$ cat src/rtl/tmr16_pkg.sv
package tmr16_pkg;
    localparam int BUS_W = 8;
    localparam int PS_W  = 2;

    localparam logic [1:0] A_LO   = 2'd0;
    localparam logic [1:0] A_HI   = 2'd1;
    localparam logic [1:0] A_CTRL = 2'd2;
    localparam logic [1:0] A_STAT = 2'd3;

    typedef struct packed {
        logic            ie;
        logic            wide;
        logic [PS_W-1:0] ps_sel;
        logic            run;
    } ctrl_t;
endpackage

$ cat src/rtl/tmr16_prescale.sv
module tmr16_prescale #(
    parameter int SEL_W = 2
) (
    input  logic             clk,
    input  logic             rst_n,
    input  logic             run,
    input  logic             tick,
    input  logic             clr,
    input  logic [SEL_W-1:0] sel,
    output logic             step
);
    localparam int PRE_W = (1 << SEL_W) - 1;

    logic [PRE_W-1:0] pre_d, pre_q;
    logic [PRE_W-1:0] limit;

    always_comb begin
        limit = PRE_W'((1 << sel) - 1);
        step  = run && tick && (pre_q == limit);
        pre_d = pre_q;
        if (clr) begin
            pre_d = '0;
        end else if (run && tick) begin
            pre_d = step ? '0 : pre_q + 1'b1;
        end
    end

    always_ff @(posedge clk) begin
        if (!rst_n) pre_q <= '0;
        else        pre_q <= pre_d;
    end
endmodule

$ cat src/rtl/tmr16_count.sv
module tmr16_count #(
    parameter int BW = 8
) (
    input  logic            clk,
    input  logic            rst_n,
    input  logic            wr_en,
    input  logic            rd_en,
    input  logic [1:0]      addr,
    input  logic [BW-1:0]   wdata,
    input  logic            trig,
    input  logic            step,
    input  logic            wide,
    output logic [2*BW-1:0] cnt,
    output logic [BW-1:0]   shadow,
    output logic            flag
);
    import tmr16_pkg::*;
    localparam int CW = 2 * BW;

    typedef struct packed {
        logic [CW-1:0] cnt;
        logic [BW-1:0] shadow;
        logic          flag;
    } state_t;

    state_t st_d, st_q;
    logic lo_wr, hi_wr, cnt_wr, clr_wr, wrap;

    always_comb begin
        st_d   = st_q;
        lo_wr  = wr_en && (addr == A_LO);
        hi_wr  = wr_en && (addr == A_HI);
        clr_wr = wr_en && (addr == A_STAT) && !wdata[0];
        cnt_wr = lo_wr || (hi_wr && !wide);
        wrap   = 1'b0;

        if (cnt_wr) begin
            if (lo_wr) begin
                st_d.cnt[BW-1:0] = wdata;
                if (wide) st_d.cnt[CW-1:BW] = st_q.shadow;
            end else begin
                st_d.cnt[CW-1:BW] = wdata;
            end
        end else if (trig) begin
            st_d.cnt = '0;
        end else if (step) begin
            st_d.cnt = st_q.cnt + 1'b1;
            wrap     = (st_q.cnt == '1);
        end

        if (wide && hi_wr) begin
            st_d.shadow = wdata;
        end else if (wide && rd_en && (addr == A_LO)) begin
            st_d.shadow = st_q.cnt[CW-1:BW];
        end

        if (clr_wr) st_d.flag = 1'b0;
        if (wrap)   st_d.flag = 1'b1;
    end

    always_ff @(posedge clk) begin
        if (!rst_n) st_q <= '0;
        else        st_q <= st_d;
    end

    assign cnt    = st_q.cnt;
    assign shadow = st_q.shadow;
    assign flag   = st_q.flag;
endmodule

$ cat src/rtl/tmr16_buf.sv
module tmr16_buf (
    input  logic       clk,
    input  logic       rst_n,
    input  logic       tick,
    input  logic       trig,
    input  logic       wr_en,
    input  logic       rd_en,
    input  logic [1:0] addr,
    input  logic [7:0] wdata,
    output logic [7:0] rdata,
    output logic       irq
);
    import tmr16_pkg::*;
    localparam int CW    = 2 * BUS_W;
    localparam int CTL_W = $bits(ctrl_t);

    ctrl_t ctrl_d, ctrl_q;
    logic [CW-1:0]    cnt;
    logic [BUS_W-1:0] shadow;
    logic             flag, step, pre_clr;

    always_comb begin
        ctrl_d  = ctrl_q;
        if (wr_en && (addr == A_CTRL)) ctrl_d = ctrl_t'(wdata[CTL_W-1:0]);
        pre_clr = wr_en && (addr == A_LO);
    end

    always_ff @(posedge clk) begin
        if (!rst_n) ctrl_q <= '0;
        else        ctrl_q <= ctrl_d;
    end

    tmr16_prescale #(.SEL_W(PS_W)) u_pre (
        .clk  (clk),
        .rst_n(rst_n),
        .run  (ctrl_q.run),
        .tick (tick),
        .clr  (pre_clr),
        .sel  (ctrl_q.ps_sel),
        .step (step)
    );

    tmr16_count #(.BW(BUS_W)) u_cnt (
        .clk   (clk),
        .rst_n (rst_n),
        .wr_en (wr_en),
        .rd_en (rd_en),
        .addr  (addr),
        .wdata (wdata),
        .trig  (trig),
        .step  (step),
        .wide  (ctrl_q.wide),
        .cnt   (cnt),
        .shadow(shadow),
        .flag  (flag)
    );

    always_comb begin
        unique case (addr)
            A_LO:    rdata = cnt[BUS_W-1:0];
            A_HI:    rdata = ctrl_q.wide ? shadow : cnt[CW-1:BUS_W];
            A_CTRL:  rdata = BUS_W'(ctrl_q);
            default: rdata = BUS_W'(flag);
        endcase
    end

    assign irq = flag && ctrl_q.ie;
endmodule

$ cat config.mk
export PLATFORM = sky130hd
export DESIGN_NAME = tmr16_buf
export DESIGN_NICKNAME = d
export VERILOG_FILES = /design/src/rtl/tmr16_pkg.sv /design/src/rtl/tmr16_prescale.sv /design/src/rtl/tmr16_count.sv /design/src/rtl/tmr16_buf.sv
export SDC_FILE = /design/constraint.sdc
export NUM_CORES = 1
export LEC_CHECK = 0
export BUFFER_PORTS_ARGS = -buffer_cell sky130_fd_sc_hd__clkbuf_2
export CAP_MARGIN = 5
export CORE_ASPECT_RATIO = 1.2
export CORE_UTILIZATION = 45
export DETAILED_ROUTE_END_ITERATION = 7
export PLACE_DENSITY = 0.62
export RECOVER_POWER = 50
export SLEW_MARGIN = 20
export SYNTH_ARGS = -nofsm -noshare
export SYNTH_HDL_FRONTEND = slang
export SYNTH_HIERARCHICAL = 1
export SYNTH_SLANG_ARGS = --single-unit
export TNS_END_PERCENT = 1
$ cat constraint.sdc
create_clock -name clk -period 4.2 [get_ports clk]
set_input_delay 0.42 -clock clk [delete_from_list [all_inputs] [get_ports clk]]
set_output_delay 0.42 -clock clk [all_outputs]
set_load 0.01 [all_outputs]
==> metrics, run 1 <==
Cells after Synth 281; die area 5340 um2; number of port buffers 24; Worst Path Required 4.40 ns; postcts setup bufs 0; synthesized area per cell 8.08 um2; Core Area 4730 um2; Routed Antenna Nets 0; storage element area 661 um2; # H-tree levels 2; FMAX 343 MHz; largest family of logic cells by synthesized area compound AO/OA/AOI/OAI gates; Vias/cell 6.32; final wirelength 6.58 mm; final period utilization 69.5%; status complete, but fails checks; area of the multi-input gates 1500 um2; RSZ-0062 raised after global routing false; pre-CTS setup slack 1.75 ns; Vert. Die Dim 79.8 um; Reg2Reg Depth 5; worst hold stages 3; yosys warns 6; Layout Utilization 52.6%; post-synthesis mux area share 7.82%; crit path launch addr[0]; largest net degree at the start of global routing 39; Final HPWL DP 4.63 mm; Crit-path slowest cell clkbuf_1; worst-path cell chain clkbuf_1 -> nand2_1 -> a21oi_1 -> buf_4 -> a211oi_1 -> o32ai_1; failing checks max-capacitance violations, max-slew violations; total number of vias 2270; Worst-Margin Slew 1.58 ns; final setup skew 0.00509 ns; most frequent cells in the layout dfxtp_1 (33), nand2_1 (29), a21oi_1 (24); syn_nets 299; Hold/Removal Path Class in2reg; Fillers 484; post_cts resized 0; setup violators final 0; Rows 27; Post-synth ARST share 0%; CP startpoint kind input pin; DR DRC count 0; worst reg-to-reg setup slack 1.67 ns; Longest Clk Path Bufs 2; commonest non-fill, non-tap cell in the layout dfxtp_1; CTS Buf Count 5; NumNets Final 318; compound-cell area share of the yosys netlist 28.2%; Synth Flop Type dfxtp_1; Setup crit end u_cnt/cnt[11]; Post-Syn Area 2270 um2; Final min period 2.92 ns; Initial Util 48.0%; Root Driver clkbuf_8; reg-to-reg startpoint ctrl_q[3]; final RePlAce weighted congestion 0.866; CTS tree done; Clock Latency Late Sink 0.29 ns; r2r endpoint u_cnt/cnt[11]; Peak VDD IR 0.122 mV; Synth Area in Simple Gates 26.9%; CP max FO 38; max-slew violations 39; Die X-Extent 66.9 um; Leak Pwr 0.806 nW; number of global-route vias before repair 2053; area delta synth->final 9.48%; area post-placement 2410 um2; Adder-Cell Fraction of Synth Area 1.10%; antenna diode count 0; Iter 0 DRT Violations 197; CP max stage delay 1.11 ns; post-DR wirelength/cell 18.3 um; max cap viols 1; sequential fraction of the synthesis area 29.1%; Clock transition at path regs 0.07 ns; Cells after DPL 351; Relative slew margins -5.00%; hold_buf cts 0; crit end category flop; Fin. Hold Viols 0; share of cells above drive strength 1 12.6%; Initial DRT Pass Iterations 4; Arr. time, crit path 3.12 ns; post-synthesis register bit count 33; grt total ovfl 0; critical path class in2reg; worst setup margin 1.28 ns; Synth Area in XOR/XNOR 1.93%; # clock sinks 33; I/O pin cnt 25; first-pass GRT wire length 10.7 mm; TNS Setup 0 ns; Total GRT Usage 26.7%; design area 2490 um2; power per cell area 275 nW/um2; initial antenna violation count 0; final std cells w/o fill 359; number of synthesized flops with an enable pin 0; synth unique cells 59
worst min-delay path by stage:
| stage | startpoint | slack, ns | endpoint |
|---|---|---|---|
| after detailed placement | u_cnt/shadow[6] | 0.47 | u_cnt/shadow[6] |
| final | wdata[6] | 0.41 | u_cnt/cnt[6] |
| after global placement | u_cnt/shadow[2] | 0.46 | u_cnt/shadow[2] |
| after CTS | wdata[6] | 0.41 | u_cnt/cnt[6] |
| after global routing | wdata[6] | 0.44 | u_cnt/cnt[6] |
| after floorplan | u_cnt/flag | 0.44 | u_cnt/flag |
per-layer routing:
layer  share of wire (%)  global-route usage (%)
met5                   0                       0
met3                 5.6                    4.00
met4                 2.1                    8.94
met1                  45                    34.6
met2                  47                    44.3
power breakdown:
part           switching, mW  internal [mW]  total, mW
Combinational         0.0651         0.0429      0.108
Clock                  0.121          0.115      0.235
Sequential            0.0190          0.322      0.341
Total                  0.205          0.480      0.684
critical path: cells and delay by family:
kind,cells,cell delay (ns)
and+or+nand+nor,1,0.35
buffers and inverters,2,1.42
AOI/OAI and AO/OA,3,0.91
cell type report:
type / count / share of cell area (%)
clock buffers: 6 / 2.92
repair buffers: 28 / 5.64
well taps: 58 / 2.92
multi-input cells: 223 / 60.2
clock inverters: 2 / 0.403
inverters: 9 / 1.36
flip-flops and latches: 33 / 26.6
metrics by stage:
stage	total power, mW	hold slack [ns]
6_report	0.684	0.411
5_1_grt	0.715	0.438
4_1_cts	0.690	0.407
3_5_place_dp	0.454	0.466
3_3_place_gp	0.454	0.460
2_1_floorplan	0.414	0.437
cell usage after synthesis, types with 3 or more instances:
cell type	n	area [um2]
nand3_1	10	50.1
o32a_1	3	30.0
buf_2	7	35.0
o21ai_0	7	35.0
nor3_1	8	40.0
a21oi_1	24	120
nand2b_1	7	43.8
a31oi_1	3	18.8
xnor2_1	4	35.0
and2_1	3	18.8
a22oi_1	12	90.1
nor2_1	7	26.3
o32ai_1	4	35.0
inv_1	8	30.0
dfxtp_1	33	661
mux2i_1	14	140
a211oi_1	15	113
nand2_1	29	109
nor2b_1	10	62.6
a41oi_1	3	26.3
and4_1	3	26.3
nand3b_1	6	45.0
o22ai_1	9	56.3
nand4_1	4	25.0
clkbuf_1	7	26.3
sequential cells by signal, summed over array words and instances (netlist names):
register      flops
u_cnt/cnt        16
u_cnt/flag        1
u_cnt/shadow      8
ctrl_q            5
u_pre/pre_q       3
cell families (layout without fill, tap and decap cells):
group                    after synthesis  in the layout
AND/OR/NAND/NOR                      106            106
adder cells (fa/ha/maj)                2              2
buffers and inverters                 25             45
flip-flops                            33             33
AO/OA/AOI/OAI                         94             94
XOR/XNOR                               5              5
multiplexers                          16             16
Note: power is estimated with default switching activity, not from simulation.
==> run 2: changes to the inputs <==
==> constraint.sdc (replaced) <==
create_clock -name clk -period 2.9 [get_ports clk]
set_input_delay 0.29 -clock clk [delete_from_list [all_inputs] [get_ports clk]]
set_output_delay 0.29 -clock clk [all_outputs]
set_load 0.01 [all_outputs]
==> metrics, run 2 (synthesis results as in run 1) <==
status finished clean; FMAX 426 MHz; max-slew violations 0; I/O pin cnt 25; critical path class reg2reg; Worst Hold Margin 0.282 ns; Worst-Margin Slew 0.878 ns; reg-to-reg startpoint ctrl_q[0]; most frequent cells in the layout dfxtp_1 (33), nand2_1 (29), a21oi_1 (24); max cap viols 0; Initial DRT Pass Iterations 5; Cells after DPL 356; Peak VDD IR 0.168 mV; RSZ-0062 raised after global routing false; final wirelength 6.72 mm; first-pass GRT wire length 10.9 mm; r2r endpoint u_cnt/cnt[14]; Leak Pwr 0.822 nW; Layout Utilization 53.1%; Worst Path Required 3.11 ns; final period utilization 80.9%; number of port buffers 24; post_cts resized 0; Reg2Reg Depth 8; number of global-route vias before repair 2155; Vias/cell 6.42; # H-tree levels 2; Total GRT Usage 27.0%; Routed Antenna Nets 0; Iter 0 DRT Violations 171; Vert. Die Dim 79.8 um; crit end category flop; CP max FO 9; Relative slew margins 41.4%; worst hold stages 3; die area 5340 um2; WHS Endpoint u_cnt/cnt[6]; setup violators final 0; Initial Util 48.0%; Arr. time, crit path 2.56 ns; CTS tree done; worst setup margin 0.554 ns; grt total ovfl 0; Clock transition at path regs 0.07 ns; Core Area 4730 um2; final std cells w/o fill 364; Rows 27; worst-path cell chain nand2_1 -> a311oi_1 -> and2_0 -> nor2_1 -> a21boi_1 -> buf_4 -> or3_1 -> o22ai_1; CP max stage delay 0.47 ns; total number of vias 2337; power per cell area 396 nW/um2; antenna diode count 0; final setup skew 0.00755 ns; crit path launch ctrl_q[0]; Largest register FFs 16; TNS Setup 0 ns; Longest Clk Path Bufs 2; Final min period 2.35 ns; final RePlAce weighted congestion 0.857; post-DR wirelength/cell 18.5 um; CP startpoint kind flop; hold_buf cts 0; postcts setup bufs 0; NumNets Final 323; Root Driver clkbuf_8; pre-CTS setup slack 0.717 ns; DR DRC count 0; CTS Buf Count 5; Hold Crit Start wdata[6]; area delta synth->final 10.6%; initial antenna violation count 0; commonest non-fill, non-tap cell in the layout dfxtp_1; worst reg-to-reg setup slack 0.55 ns; # clock sinks 33; largest net degree at the start of global routing 21; Final HPWL DP 4.83 mm; Die X-Extent 66.9 um; Fin. Hold Viols 0; Crit-path slowest cell or3_1; share of cells above drive strength 1 13.1%; Hold/Removal Path Class in2reg; Clock Latency Late Sink 0.29 ns
## run 2: cell count changes in the layout (fill, tap and decap cells not counted), sizes merged
cell	change
buf	+4
clkbuf	+1
## run 2: metrics by stage
| stage | area, um2 | power [mW] |
|---|---|---|
| 2_1_floorplan | 2270 | 0.600 |
| 3_3_place_gp | 2450 | 0.663 |
| 3_5_place_dp | 2450 | 0.664 |
| 4_1_cts | 2530 | 1.00 |
| 5_1_grt | 2510 | 1.04 |
| 6_report | 2510 | 0.994 |
## run 2: layout make-up
cell class	instances	area (um2)
flip-flops and latches	33	661
multi-input cells	223	1490
well taps	58	72.6
inverters	9	33.8
fillers	473	2220
clock buffers	6	72.6
repair buffers	33	173
clock inverters	2	10.0
## run 2: report_power, final
group / switching [mW] / internal, mW / leakage, nW / total [mW]
Clock: 0.175 / 0.166 / 0.0450 / 0.342
Combinational: 0.0967 / 0.0645 / 0.510 / 0.161
Sequential: 0.0249 / 0.466 / 0.268 / 0.491
## run 2: layer usage
layer,GRT usage (%),part of all wire (%),up-vias
met5,0,0,-
met2,46.4,49,81
met1,34.0,44,1121
met4,9.15,1.9,0
li1,-,-,1126
met3,3.43,4.9,9
## run 2: how the worst max path moves through the flow
stage,to,cells after the start
global placement,u_cnt/cnt[8],8
finish,u_cnt/cnt[14],8
global route,u_cnt/cnt[0],8
floorplan,u_cnt/cnt[14],8
detailed placement,u_cnt/cnt[8],8
CTS,u_cnt/cnt[14],8
## run 2: critical path: cells and delay by family (launching register included)
family | cells | cell delay [ns]
compound gates | 3 | 0.74
buf+inv | 1 | 0.17
flops | 1 | 0.43
simple gates | 4 | 0.94
==> run 3: changes to the inputs <==
--- a/config.mk
+++ b/config.mk
@@ -10,7 +10,7 @@
 export CORE_ASPECT_RATIO = 1.2
 export CORE_UTILIZATION = 45
 export DETAILED_ROUTE_END_ITERATION = 7
-export PLACE_DENSITY = 0.62
+export PLACE_DENSITY = 0.64
 export RECOVER_POWER = 50
 export SLEW_MARGIN = 20
 export SYNTH_ARGS = -nofsm -noshare
==> constraint.sdc (replaced) <==
create_clock -name clk -period 2 [get_ports clk]
set_input_delay 0.2 -clock clk [delete_from_list [all_inputs] [get_ports clk]]
set_output_delay 0.2 -clock clk [all_outputs]
set_load 0.01 [all_outputs]
==> metrics, run 3 (synthesis results as in run 1) <==
status finished clean; setup violators final 0; final RePlAce weighted congestion 0.884; CTS Buf Count 5; Vias/cell 6.46; DR DRC count 0; die area 5340 um2; final setup skew 0.00780 ns; Root Driver clkbuf_8; Longest Clk Path Bufs 2; Largest delay share family, worst path compound AO/OA/AOI/OAI gates; Total GRT Usage 28.6%; Worst Hold Margin 0.196 ns; Clock transition at path regs 0.07 ns; total number of vias 2512; FMAX 519 MHz; Routed Antenna Nets 0; number of global-route vias before repair 2245; worst hold stages 3; Worst Path Required 2.20 ns; area delta synth->final 23.4%; # clock sinks 33; Rows 27; max cap viols 0; first-pass GRT wire length 11.3 mm; Initial Util 48.0%; critical path class reg2reg; NumNets Final 348; area of the multi-input gates 1510 um2; CP startpoint kind flop; number of port buffers 24; Relative slew margins 43.8%; Sw Ratio 26.1%; Int Pwr 1.31 mW; Largest register FFs 16; P_sw 0.460 mW; share of cells above drive strength 1 23.0%; crit end category flop; worst-path cell chain xor2_1 -> a311oi_2 -> and2_4 -> nor2_1 -> buf_4 -> o22ai_2 -> buf_6 -> buf_4 -> nor2_1 -> a211oi_1; max-slew violations 0; power per cell area 630 nW/um2; Fin. Hold Viols 0; Sequential Power Share 39.8%; antenna diode count 0; CP max FO 6; Iter 0 DRT Violations 234; final period utilization 96.3%; Leak Pwr 1.00 nW; storage element area 663 um2; Peak VDD IR 0.343 mV; Reg2Reg Depth 10; critical path buffer and inverter count 3; post-DR wirelength/cell 19.0 um; Clock power frac 43.2%; # H-tree levels 2; grt total ovfl 0; Crit. path cell count 10; Worst-Margin Slew 0.843 ns; initial antenna violation count 0; Final min period 1.93 ns; most frequent cells in the layout buf_4 (32), dfxtp_1 (31), nand2_1 (29); Initial DRT Pass Iterations 5; Core Area 4730 um2; Vert. Die Dim 79.8 um; Die X-Extent 66.9 um; CP max stage delay 0.35 ns; Hold/Removal Path Class in2reg; final wirelength 7.41 mm; largest net degree at the start of global routing 22; Fillers 450; CTS tree done; Final HPWL DP 5.25 mm; Arr. time, crit path 2.13 ns; combinational share of power 17.0%; Crit-path slowest cell dfxtp_1; Clock Latency Late Sink 0.29 ns; design area 2800 um2; commonest non-fill, non-tap cell in the layout buf_4; area post-placement 2610 um2; I/O pin cnt 25
-- run 3: final timing paths --
path                   startpoint              end  slack [ns]
setup / recovery   u_pre/pre_q[1]     u_cnt/cnt[1]        0.07
hold / removal           wdata[6]     u_cnt/cnt[6]        0.20
setup reg to reg   u_pre/pre_q[1]     u_cnt/cnt[1]        0.07
hold reg to reg   u_cnt/shadow[4]  u_cnt/shadow[4]        0.47
-- run 3: worst reg2reg max path: cells and delay by family, from the launching register on --
kind,cells,cell delay [ns]
simple gates,3,0.30
buf+inv,3,0.40
xor+xnor,1,0.19
flops,1,0.35
compound gates,3,0.59
-- run 3: power groups by stage --
stage / clock network [mW] / logic [mW] / registers [mW]
finish: 0.763 / 0.301 / 0.702
global route: 0.794 / 0.320 / 0.705
CTS: 0.773 / 0.275 / 0.701
detailed placement: 0 / 0.273 / 0.716
global placement: 0 / 0.271 / 0.715
floorplan: 0 / 0.158 / 0.712
-- run 3: stage by stage --
step	instances	setup TNS [ns]	power (mW)	util (%)	setup slack, ns
floorplan	281	0	0.869	-	0.0712
global placement	377	0	0.986	55.2	0.0520
detailed placement	377	-0.00689	0.989	55.2	-0.00395
CTS	385	0	1.75	58.1	0.0502
global route	389	-0.00118	1.82	59.3	-0.00118
finish	389	0	1.77	59.3	0.0741
-- run 3: layout make-up --
cell class / instances / area share (%)
flip-flops and latches: 33 / 23.7
inverters: 9 / 1.21
well taps: 58 / 2.59
clock inverters: 3 / 2.32
multi-input cells: 223 / 54.0
repair buffers: 58 / 13.8
clock buffers: 5 / 2.46
-- run 3: per-layer routing --
metal  routed length, um  track usage [%]  vias to the layer above  part of all wire [%]
li1                    -                -                     1169                     -
met1                3110             36.0                     1199                    42
met2                3540             47.9                      120                    48
met3                 552             3.00                       24                   7.5
met4                 195             13.2                        0                   2.6
met5                   0                0                        -                     0
-- run 3: timing repair --
item | in CTS | in global routing
setup endpoints to repair | 2 | 16
hold buffers | 0 | 0
resized for setup | 1 | 6
pin swaps | 0 | 2
endpoints found under the hold margin | 0 | 0
setup buffers | 0 | 4
